[config.mk]
export PLATFORM = sky130hd
export DESIGN_NAME = board_io_regs
export DESIGN_NICKNAME = d
export VERILOG_FILES = /design/src/rtl/board_io_pkg.sv /design/src/rtl/color_ctrl_reg.sv /design/src/rtl/serial_line_reg.sv /design/src/rtl/joy_row_decode.sv /design/src/rtl/board_io_regs.sv
export SDC_FILE = /design/constraint.sdc
export NUM_CORES = 1
export LEC_CHECK = 0
export ABC_AREA = 0
export BUFFER_PORTS_ARGS = -buffer_cell sky130_fd_sc_hd__buf_4
export CAP_MARGIN = 25
export CORE_MARGIN = 1.5
export CORE_UTILIZATION = 33
export CTS_BUF_LIST = sky130_fd_sc_hd__clkbuf_4 sky130_fd_sc_hd__clkbuf_8 sky130_fd_sc_hd__clkbuf_16
export DETAILED_ROUTE_END_ITERATION = 8
export GPL_TIMING_DRIVEN = 0
export PLACE_DENSITY_LB_ADDON = 0.05
export SLEW_MARGIN = 10
export SYNTH_ARGS = -nofsm -noshare
export SYNTH_HDL_FRONTEND = slang
export SYNTH_SLANG_ARGS = --single-unit
[constraint.sdc]
create_clock -name clk -period 1.56 [get_ports clk]
set_clock_uncertainty 0.2 [all_clocks]
set_input_delay 0.156 -clock clk [delete_from_list [all_inputs] [get_ports clk]]
set_output_delay 0.156 -clock clk [all_outputs]
set_load 0.05 [all_outputs]
[src/rtl/board_io_pkg.sv]
package board_io_pkg;

  localparam int DATA_W = 8;
  localparam int JOY_N  = 5;

  // joystick button positions
  localparam int BTN_RIGHT = 0;
  localparam int BTN_LEFT  = 1;
  localparam int BTN_DOWN  = 2;
  localparam int BTN_UP    = 3;
  localparam int BTN_FIRE  = 4;

  typedef struct packed {
    logic       en;
    logic       mode;
    logic [3:0] border;
  } color_cfg_t;

  localparam color_cfg_t COLOR_LOCKED = '{en: 1'b0, mode: 1'b0, border: 4'hF};

  // byte returned by the colour port: bit 5 low when colour is available
  function automatic logic [DATA_W-1:0] color_status(input logic avail);
    color_status = {2'b11, ~avail, 5'b11111};
  endfunction

  // byte returned by the serial port
  function automatic logic [DATA_W-1:0] serial_status(input logic rx_line,
                                                      input logic cts);
    serial_status = {~rx_line, cts, 5'b11111, 1'b0};
  endfunction

  // bits pulled low by the joystick for a keyboard-row read
  function automatic logic [DATA_W-1:0] joy_pull(input logic row_a11_n,
                                                 input logic row_a12_n,
                                                 input logic [JOY_N-1:0] btn);
    logic [DATA_W-1:0] m;
    m = '0;
    if (!row_a11_n) m[4] = btn[BTN_LEFT];
    if (!row_a12_n) begin
      m[0] = btn[BTN_FIRE];
      m[2] = btn[BTN_RIGHT];
      m[3] = btn[BTN_UP];
      m[4] = m[4] | btn[BTN_DOWN];
    end
    joy_pull = m;
  endfunction

endpackage

[src/rtl/color_ctrl_reg.sv]
module color_ctrl_reg
  import board_io_pkg::*;
(
  input  logic              clk,
  input  logic              rst_n,
  input  logic              wr_hit,
  input  logic [DATA_W-1:0] wdata,
  input  logic              unlock,
  output color_cfg_t        cfg
);
  color_cfg_t cfg_q;

  always_ff @(posedge clk or negedge rst_n) begin
    if (!rst_n)      cfg_q <= COLOR_LOCKED;
    else if (!unlock) cfg_q <= COLOR_LOCKED;
    else if (wr_hit) cfg_q <= '{en: wdata[5], mode: wdata[4], border: wdata[3:0]};
  end

  assign cfg = cfg_q;
endmodule

[src/rtl/serial_line_reg.sv]
module serial_line_reg
  import board_io_pkg::*;
(
  input  logic              clk,
  input  logic              rst_n,
  input  logic              wr_hit,
  input  logic [DATA_W-1:0] wdata,
  input  logic              port_on,
  output logic              tx_line,
  output logic              rts
);
  logic [1:0] bits_q;   // [1] handshake, [0] inverted data

  always_ff @(posedge clk or negedge rst_n) begin
    if (!rst_n)        bits_q <= 2'b00;
    else if (!port_on) bits_q <= 2'b00;
    else if (wr_hit)   bits_q <= wdata[1:0];
  end

  assign tx_line = ~bits_q[0];
  assign rts     = bits_q[1];
endmodule

[src/rtl/joy_row_decode.sv]
module joy_row_decode
  import board_io_pkg::*;
#(
  parameter int ADDR_W = 16
) (
  input  logic [ADDR_W-1:0] addr,
  input  logic              rd_active,
  input  logic [JOY_N-1:0]  btn,
  output logic              row_sel,
  output logic [DATA_W-1:0] pull
);
  assign row_sel = rd_active && !addr[0];
  assign pull    = row_sel ? joy_pull(addr[11], addr[12], btn) : '0;
endmodule

[src/rtl/board_io_regs.sv]
module board_io_regs
  import board_io_pkg::*;
#(
  parameter int              ADDR_W      = 16,
  parameter logic [ADDR_W-1:0] COLOR_PORT  = 16'h7FEF,
  parameter logic [ADDR_W-1:0] SERIAL_PORT = 16'hFEEF
) (
  input  logic              clk,
  input  logic              rst_n,
  input  logic [ADDR_W-1:0] io_addr,
  input  logic [DATA_W-1:0] io_wdata,
  input  logic              iorq_n,
  input  logic              rd_n,
  input  logic              wr_n,
  input  logic              sw_color,
  input  logic              sw_serial,
  input  logic [JOY_N-1:0]  joy_btn,
  input  logic              ser_rx_line,
  input  logic              ser_cts_in,
  output logic [DATA_W-1:0] rd_data,
  output logic [DATA_W-1:0] rd_drive,
  output logic              color_en,
  output logic              color_attr_mode,
  output logic [3:0]        border_color,
  output logic              ser_tx_line,
  output logic              ser_rts_out
);
  localparam logic [DATA_W-1:0] COLOR_MASK  = 8'h20;
  localparam logic [DATA_W-1:0] SERIAL_MASK = 8'hC1;

  // named events for the checker
  logic rd_active, wr_active, color_hit, serial_hit, joy_row;
  logic [DATA_W-1:0] joy_mask;
  color_cfg_t cfg;

  assign rd_active  = !iorq_n && !rd_n;
  assign wr_active  = !iorq_n && !wr_n;
  assign color_hit  = (io_addr == COLOR_PORT);
  assign serial_hit = (io_addr == SERIAL_PORT) && sw_serial;

  color_ctrl_reg u_color (
    .clk    (clk),
    .rst_n  (rst_n),
    .wr_hit (wr_active && color_hit),
    .wdata  (io_wdata),
    .unlock (sw_color),
    .cfg    (cfg)
  );

  serial_line_reg u_serial (
    .clk     (clk),
    .rst_n   (rst_n),
    .wr_hit  (wr_active && serial_hit),
    .wdata   (io_wdata),
    .port_on (sw_serial),
    .tx_line (ser_tx_line),
    .rts     (ser_rts_out)
  );

  joy_row_decode #(.ADDR_W(ADDR_W)) u_joy (
    .addr      (io_addr),
    .rd_active (rd_active),
    .btn       (joy_btn),
    .row_sel   (joy_row),
    .pull      (joy_mask)
  );

  always_comb begin
    rd_data  = '1;
    rd_drive = '0;
    if (rd_active && color_hit) begin
      rd_drive = COLOR_MASK;
      rd_data  = color_status(sw_color);
    end else if (rd_active && serial_hit) begin
      rd_drive = SERIAL_MASK;
      rd_data  = serial_status(ser_rx_line, ser_cts_in);
    end else if (joy_row) begin
      rd_drive = joy_mask;
      rd_data  = ~joy_mask;
    end
  end

  assign color_en        = cfg.en;
  assign color_attr_mode = cfg.mode;
  assign border_color    = cfg.border;
endmodule

==> metrics.md, run 1 <==
| Metric | Value |
|---|---|
| Worst hold path type | input port to async pin |
| # nets final | roughly 180 |
| Top cell family by delay on the critical path | simple AND/OR/NAND/NOR gates |
| Dpl cell area | roughly 1000 µm² |
| Chip height | 44.17 µm |
| First-pass GRT wire length | approximately 2900 µm |
| # IOs | 62 |
| Final Critical Period | 1.514 ns |
| CP Capture Type | output port |
| Max IR drop VDD | slightly above 0.4 mV |
| Max-slew violations | 0 |
| Cells after synthesis | just over 70 |
| Final setup vio count | 0 |
| Area grow syn2layout | 123.9% |
| CTS sink count | 8 |
| Crit path kind | input port to output port |
| N_diodes | 0 |
| Post-synth top flop | dfstp_2 |
| Status | completed |
| All-Layer GR Usage | 0.2008 |
| Vias per cell | approximately 4.8 |
| FMAX | around 660 MHz |
| Synth area leader | dfstp_2 |
| Worst-path cell chain | buf_4 > and4b_1 > and2_4 > and3_4 > buf_4 > buf_8 |
| TritonCTS clock tree | yes |
| Mean Syn Cell Area | a little under 8 µm² |
| Flops & latches, synth | 8 |
| Pin count of the biggest net entering global routing | 9 |
| Drt wl/cell | ~12 µm |
| Synth Area in Compound Gates | 0.1365 |
| Post-DRT Antenna Nets | 0 |
| Gate power share | 0.308 |
| Crit path DAT | 1.16 ns |
| Standard-cell row count | 14 |
| Mapped cell area | between 500 and 600 µm² |
| Clock slew at reported path FFs | 0.05 ns |
| Asr flop ratio synth | 1.000 |
| Iter 0 DRT Violations | 6 |
| P_int | slightly below 0.0004 W |
| Post-synthesis mux area share | 0.03579 |
| H-tree level count | 1 |
| Clk Latency, worst-skew pair | roughly 0.25 ns |
| Post-Synth XOR/XNOR Area | 0 |
| Lkg Pwr | between 0.6 and 0.7 nW |
| Fraction of layout cells with a size suffix above 1 | 0.6042 |
| Slowest stage delay, CP | ~0.26 ns |
| Residual DRC count | 0 |
| Clk buf depth | 2 |
| Sw power | approximately 0.00014 W |
| Top cell type's share of synthesized area | 0.1879 |
| CTS Buf Count | 3 |
| Final core occ | 0.8125 |
| HPWL after detailed placement | 1453 µm |
| MaxCap Viol Count | 0 |
| Simple-Gate Fraction of Synth Area | 0.3311 |
| Drt first pass iters | 3 |
| Non-filler cells, final | between 150 and 200 |
| Sequential share of power | 0.395 |
| Port Buf Inserts | 57 |
| Root Buffer | clkbuf_4 |
| Switching Share | 0.2608 |
| Clk pwr share | 0.298 |
| Die area | 1951 µm² |
| Cell mode on critical path | buf_4 |
| Number of synthesized flops with an enable pin | 0 |
| Adder-cell share of the synthesized area | 0 |
| Top post-synthesis cells by area | dfstp_2 19%, dfrtp_1 18%, nand3_1 7.2% |
| Initial antenna violation count | 0 |
| Final Cell Area | between 1000 and 1500 µm² |
| Seq/Total Area, Yosys | 0.3669 |
| Largest family of logic cells by synthesized area | simple AND/OR/NAND/NOR gates |
| Slowest cell on crit path | and4b_1 |
| Vias in the first global route | 713 |
| CP required | 1.20 ns |
| Syn nets | roughly 110 |
| Yosys warns | 0 |
| Routed wire length | between 1500 and 2000 µm |
| Placed cells | 144 |
| Core Region | 1541 µm² |
| Synth cell types | 26 |
| Pwr per Cell Area | between 400 and 500 nW/µm² |
| Total gr overflow | 0 |
| Placer Congestion | 0.7480 |
| Largest fanout on the critical path | 6 |
| Critical Path Source Type | input port |
| Final period util | 0.9707 |
| CP Buf/Inv Count | 3 |
| Fill count | around 120 |
| RSZ-0062 raised after global routing | true |
| Initial core utilization | 0.3628 |
| Final Hold Viols | 0 |
| Chip width | approximately 44 µm |
| Via count | just under 800 |
[final cells by class]
type | count | area, µm² | area share
flip-flops and latches | 8 | 205.2 | 0.1638
clock buffers | 3 | 22.52 | 0.01798
inverters | 9 | 33.78 | 0.02697
multi-input cells | 49 | 357.8 | 0.2857
repair buffers | 71 | 585.6 | 0.4675
well taps | 16 | 20.02 | 0.01598
plain buffers | 4 | 27.53 | 0.02198
[layer usage]
| metal | share of wire | GRT usage | wire length, µm | vias up |
|---|---|---|---|---|
| met5 | 0 | 0 | 0 | - |
| met4 | 0 | 0.04242 | 0 | 0 |
| met3 | 0.073 | 0.07755 | 136 | 0 |
| met2 | 0.54 | 0.3676 | 1010 | 34 |
| met1 | 0.38 | 0.2177 | 718 | 346 |
| li1 | - | - | - | 392 |
[worst paths after layout]
kind / startpoint / end / slack, ns / cells after the start
setup reg to reg: u_color.cfg[1]$_DFFE_PN1P_ / u_color.cfg[1]$_DFFE_PN1P_ / 0.58 / 2
max in group asynchronous: rst_n / u_color.cfg[0]$_DFFE_PN1P_ / 0.89 / 2
min in group clk: wr_n / u_serial.bits_q[1]$_DFFE_PN0P_ / 0.11 / 4
hold / removal: rst_n / u_color.cfg[4]$_DFFE_PN0P_ / 0.06 / 2
hold reg to reg: u_color.cfg[2]$_DFFE_PN1P_ / u_color.cfg[2]$_DFFE_PN1P_ / 0.31 / 2
setup / recovery: io_addr[4] / rd_drive[7] / 0.05 / 6
[flip-flops by register name, indices dropped and copies added, names as in the netlist]
| signal | cells |
|---|---|
| u_color.cfg | 6 |
| u_serial.bits_q | 2 |
[metrics by stage]
stage               hold slack [ns]  total power (W)  worst slack [ns]   TNS, ns
global placement            -0.2218        0.0003435           -0.1343   -0.9273
CTS                         0.05015        0.0005290          -0.04162  -0.08452
floorplan                   -0.3396        0.0002584          -0.06287   -0.1788
finish                      0.06136        0.0005278           0.04570         0
global route                0.06446        0.0005601          -0.01275  -0.02420
detailed placement          -0.2205        0.0003463           -0.1351    -1.349
[cell families after synthesis]
logic type             after synthesis
muxes                                2
and+or+nand+nor                     32
buffers and inverters               14
DFF                                  8
AOI/OAI and AO/OA                   13
other                                2
[power by group through the flow]
stage | registers (W) | clock network [W] | logic [W]
global placement | 0.000211 | 0 | 0.000132
global route | 0.000208 | 0.000178 | 0.000174
finish | 0.000208 | 0.000157 | 0.000162
CTS | 0.000208 | 0.000162 | 0.000159
detailed placement | 0.000211 | 0 | 0.000135
floorplan | 0.000211 | 0 | 0.0000469
[synthesized netlist by cell type (2+ instances only)]
library cell	instances
nor3_1	3
a21oi_1	3
o21ai_0	6
inv_1	9
nand2_1	6
nand3_1	8
and2_1	4
mux2i_1	2
dfrtp_1	4
conb_1	2
o311ai_1	2
buf_4	3
dfstp_2	4
and3_1	3
[placed cells by master (no fill, tap or decap), types with 3 or more instances in the layout]
cell,synthesis,routed
o21ai_0,6,6
clkbuf_4,0,3
dfstp_2,4,4
nand3_1,8,8
dfrtp_1,4,4
buf_6,0,4
buf_4,3,59
inv_1,9,9
dlygate4sd3_1,0,9
nand2_1,6,4
[what timing repair did]
| item | CTS | global route |
|---|---|---|
| resized for setup | 12 | 3 |
| hold endpoints to repair | 16 | 0 |
| setup buffers | 2 | 3 |
| hold buffers | 9 | 0 |
| gates cloned | 0 | 0 |
| pin swaps | 1 | 3 |
| setup endpoints to repair | 12 | 7 |
(Power assumes the default switching activity.)
==> run 2, diff against run 1 <==
CORE_UTILIZATION = 37   (was 33)
SYNTH_HIERARCHICAL = 1   (was not set)
==> run 2 against run 1 <==
  * The flow now finishes with violations (negative setup slack)
  * Die area grew 14%
  * Critical path depth is 1 higher
  * Non-clock buffer count increased by 7
  * Power rose by 11%
  * Worst hold slack worse by 0.018 ns
  * Routed wire length grew 77%
  * Register-to-register slack improved by 0.02 ns
  * Utilization is 8.4 points higher
  * Global-route usage is 6.6 points higher
  * Sequential share of layout area decreased by 3.6 points
==> metrics.md, run 2 <==
| Metric | Value |
|---|---|
| Status | finished, violations left |
| Failing checks | negative setup slack |
| CP required | 1.20 ns (about the same) |
| Routed wire length | 3298 µm (+77%) |
| RSZ-0062 raised after global routing | true |
| # nets final | 201 (+9.2%) |
| Metal2 WL | 1842 µm (+82%) |
| Mapped cell area | 724.4 µm² (+30%) |
| Final Hold Viols | 0 (unchanged) |
| Die area | 2233 µm² (+14%) |
| FMAX | 559.7 MHz (-15%) |
| Metal3 WL | 196 µm (+44%) |
| Residual DRC count | 0 (unchanged) |
| Pin count of the biggest net entering global routing | 9 (unchanged) |
| Standard-cell row count | 15 (+1) |
| Drt first pass iters | 4 (+1) |
| Synth top cells by count | 9 x nand2_1, 8 x mux2i_1, 7 x and3_2 |
| Initial core utilization | 0.4063 (+0.04349) |
| First-pass GRT wire length | 4029 µm (+40%) |
| Post-DRT Antenna Nets | 0 (unchanged) |
| Worst-margin pin slew | roughly 0.53 ns |
| Clk Latency, worst-skew pair | 0.27 ns (+0.02 ns) |
| H-tree level count | 1 (unchanged) |
| CP Capture Type | output port |
| Chip width | 47.25 µm (+7.0%) |
| Top cell type's share of synthesized area | 0.1451 (-0.04284) |
| Root Buffer | clkbuf_4 |
| Vias per cell | 5.333 (+11%) |
| Most common cell after layout, fill and taps aside | buf_4 |
| Max-slew violations | 0 (unchanged) |
| TritonCTS clock tree | yes |
| Flops & latches, synth | 8 (unchanged) |
| Final setup vio count | 13 (+13) |
| Worst Slack Setup Final | -0.2267 ns (-0.2724 ns) |
| Synth cell types | 30 (+15%) |
| Critical Path Source Type | input port |
| Design Power | 0.0005851 W (+11%) |
| Iter 0 DRT Violations | 24 (+18) |
| # IOs | 62 (unchanged) |
| Chip height | 47.25 µm (+7.0%) |
| Pwr per Cell Area | 365.9 nW/µm² (-13%) |
| Asr flop ratio synth | 1.000 (unchanged) |
| Mean Syn Cell Area | 9.170 µm² (+16%) |
| Setup TNS | -2.008 ns (-2.008 ns) |
| Placer Congestion | 0.7549 (+0.92%) |
| Clock slew at reported path FFs | 0.06 ns (about the same) |
| N_diodes | 0 (unchanged) |
| Area grow syn2layout | 120.7% |
| Crit path DAT | 1.43 ns (+0.27 ns) |
| Via count | 992 (+28%) |
| Initial antenna violation count | 0 (unchanged) |
| Max IR drop VDD | 0.5278 mV (+28%) |
| Fraction of layout cells with a size suffix above 1 | 0.6708 (+0.06664) |
| Number of synthesized flops with an enable pin | 0 (unchanged) |
| Worst hold path type | input port to async pin |
| Total gr overflow | 0 (unchanged) |
| Vias in the first global route | 930 (+30%) |
| Largest fanout on the critical path | 8 (+2) |
| CTS sink count | 8 (unchanged) |
| Lkg Pwr | 0.7363 nW (+19%) |
| Drt wl/cell | 17.73 µm (+52%) |
| Port Buf Inserts | 57 (unchanged) |
| Final period util | 1.145 (+0.1746) |
| Post-synth top flop | dfstp_2 |
| Top sig layer | met4 |
| Clk buf depth | 2 (unchanged) |
| Yosys warns | 6 (+6) |
| Final core occ | 0.8968 (+0.08434) |
| Fill count | 78 (-32%) |
| Max-slew headroom | 0.6477 |
| Crit path kind | input port to output port |
| Core Region | 1783 µm² (+16%) |
| Cells after synthesis | 79 (+11%) |
| Final Critical Period | 1.787 ns (+0.2724 ns) |
| Max FFs per register | 6 (unchanged) |
| Routed length on met1 | 1149 µm (+60%) |
| MaxCap Viol Count | 0 (unchanged) |
| CTS Buf Count | 3 (unchanged) |
| All-Layer GR Usage | 0.2670 (+0.06613) |
| Synth area leader | dfstp_2 |
| Top post-synthesis cells by area | dfstp_2 15%, dfrtp_1 14%, mux2i_1 11% |
| Most frequent cells in the layout | 50 x buf_4, 17 x buf_6, 9 x nand2_1, 9 x dlygate4sd3_1, 8 x mux2i_1 |
| Seq/Total Area, Yosys | 0.2832 (-0.08364) |
| Top-count cell post-synth | nand2_1 |
run 2: final cells by class:
class | count | area, µm² | share of cell area
buffer | 6 | 52.55 | 0.03286
clock buffer | 3 | 22.52 | 0.01408
inverter | 3 | 11.26 | 0.007042
multi-input combinational | 65 | 581.8 | 0.3639
sequential | 8 | 205.2 | 0.1283
tap | 25 | 31.28 | 0.01956
timing repair buffer | 76 | 694.4 | 0.4343
run 2: kinds of logic after synthesis:
family | count (synthesis) | synth area share
buffers and inverters | 9 | 0.08808
muxes | 8 | 0.1105
DFF | 8 | 0.2833
other | 1 | 0.005176
and+or+nand+nor | 42 | 0.3990
AOI/OAI and AO/OA | 11 | 0.1140
run 2: layer usage:
layer | vias up | GRT usage
met5 | - | 0
met4 | 0 | 0.1111
met3 | 12 | 0.07308
met2 | 61 | 0.5081
met1 | 479 | 0.2668
li1 | 440 | -
run 2: path summary, 6_finish.rpt:
check,end,startpoint,slack [ns],cells past startpoint
max,rd_drive[2],io_addr[14],-0.23,7
min,u_serial/bits_q[0]$_DFFE_PN0P_,rst_n,0.04,2
max reg2reg,u_color/cfg[1]$_DFFE_PN1P_,u_color/cfg[1]$_DFFE_PN1P_,0.60,2
min reg2reg,u_color/cfg[2]$_DFFE_PN1P_,u_color/cfg[2]$_DFFE_PN1P_,0.35,2
max in group asynchronous,u_color/cfg[3]$_DFFE_PN1P_,rst_n,0.89,2
min in group clk,u_color/cfg[5]$_DFFE_PN0P_,io_wdata[5],0.06,3
run 2: stage by stage:
stage,setup WS [ns],instances,cell area [µm²],hold WS [ns]
CTS,-0.1526,184,1562,0.01501
finish,-0.2267,186,1599,0.04377
global placement,-0.3382,164,1271,-0.2265
global route,-0.2968,186,1599,0.04984
floorplan,-0.2152,82,812.0,-0.3396
detailed placement,-0.3548,164,1271,-0.2232
run 2: what timing repair did:
action                                 4_1_cts  5_1_grt
endpoints found under the hold margin       15        0
hold buffers                                 9        0
resized for setup                           32        5
setup buffers                                7        2
setup endpoints to repair                   14       16
pin swaps                                   10        3
cloned                                       1        0
run 2: critical path, cell delays in order:
cell and delay, ns:
buf_6 0.07, nand4_1 0.16, nor3_4 0.31, buf_4 0.18, a31oi_4 0.16, and3_4 0.25
buf_8 0.14
run 2: where the power goes:
group / total (W) / internal [W] / leakage [nW] / switching [W]
Combinational: 0.000211 / 0.000116 / 0.625 / 0.0000940
Clock: 0.000166 / 0.0000885 / 0.0138 / 0.0000778
Sequential: 0.000208 / 0.000208 / 0.0980 / 0.000000000415
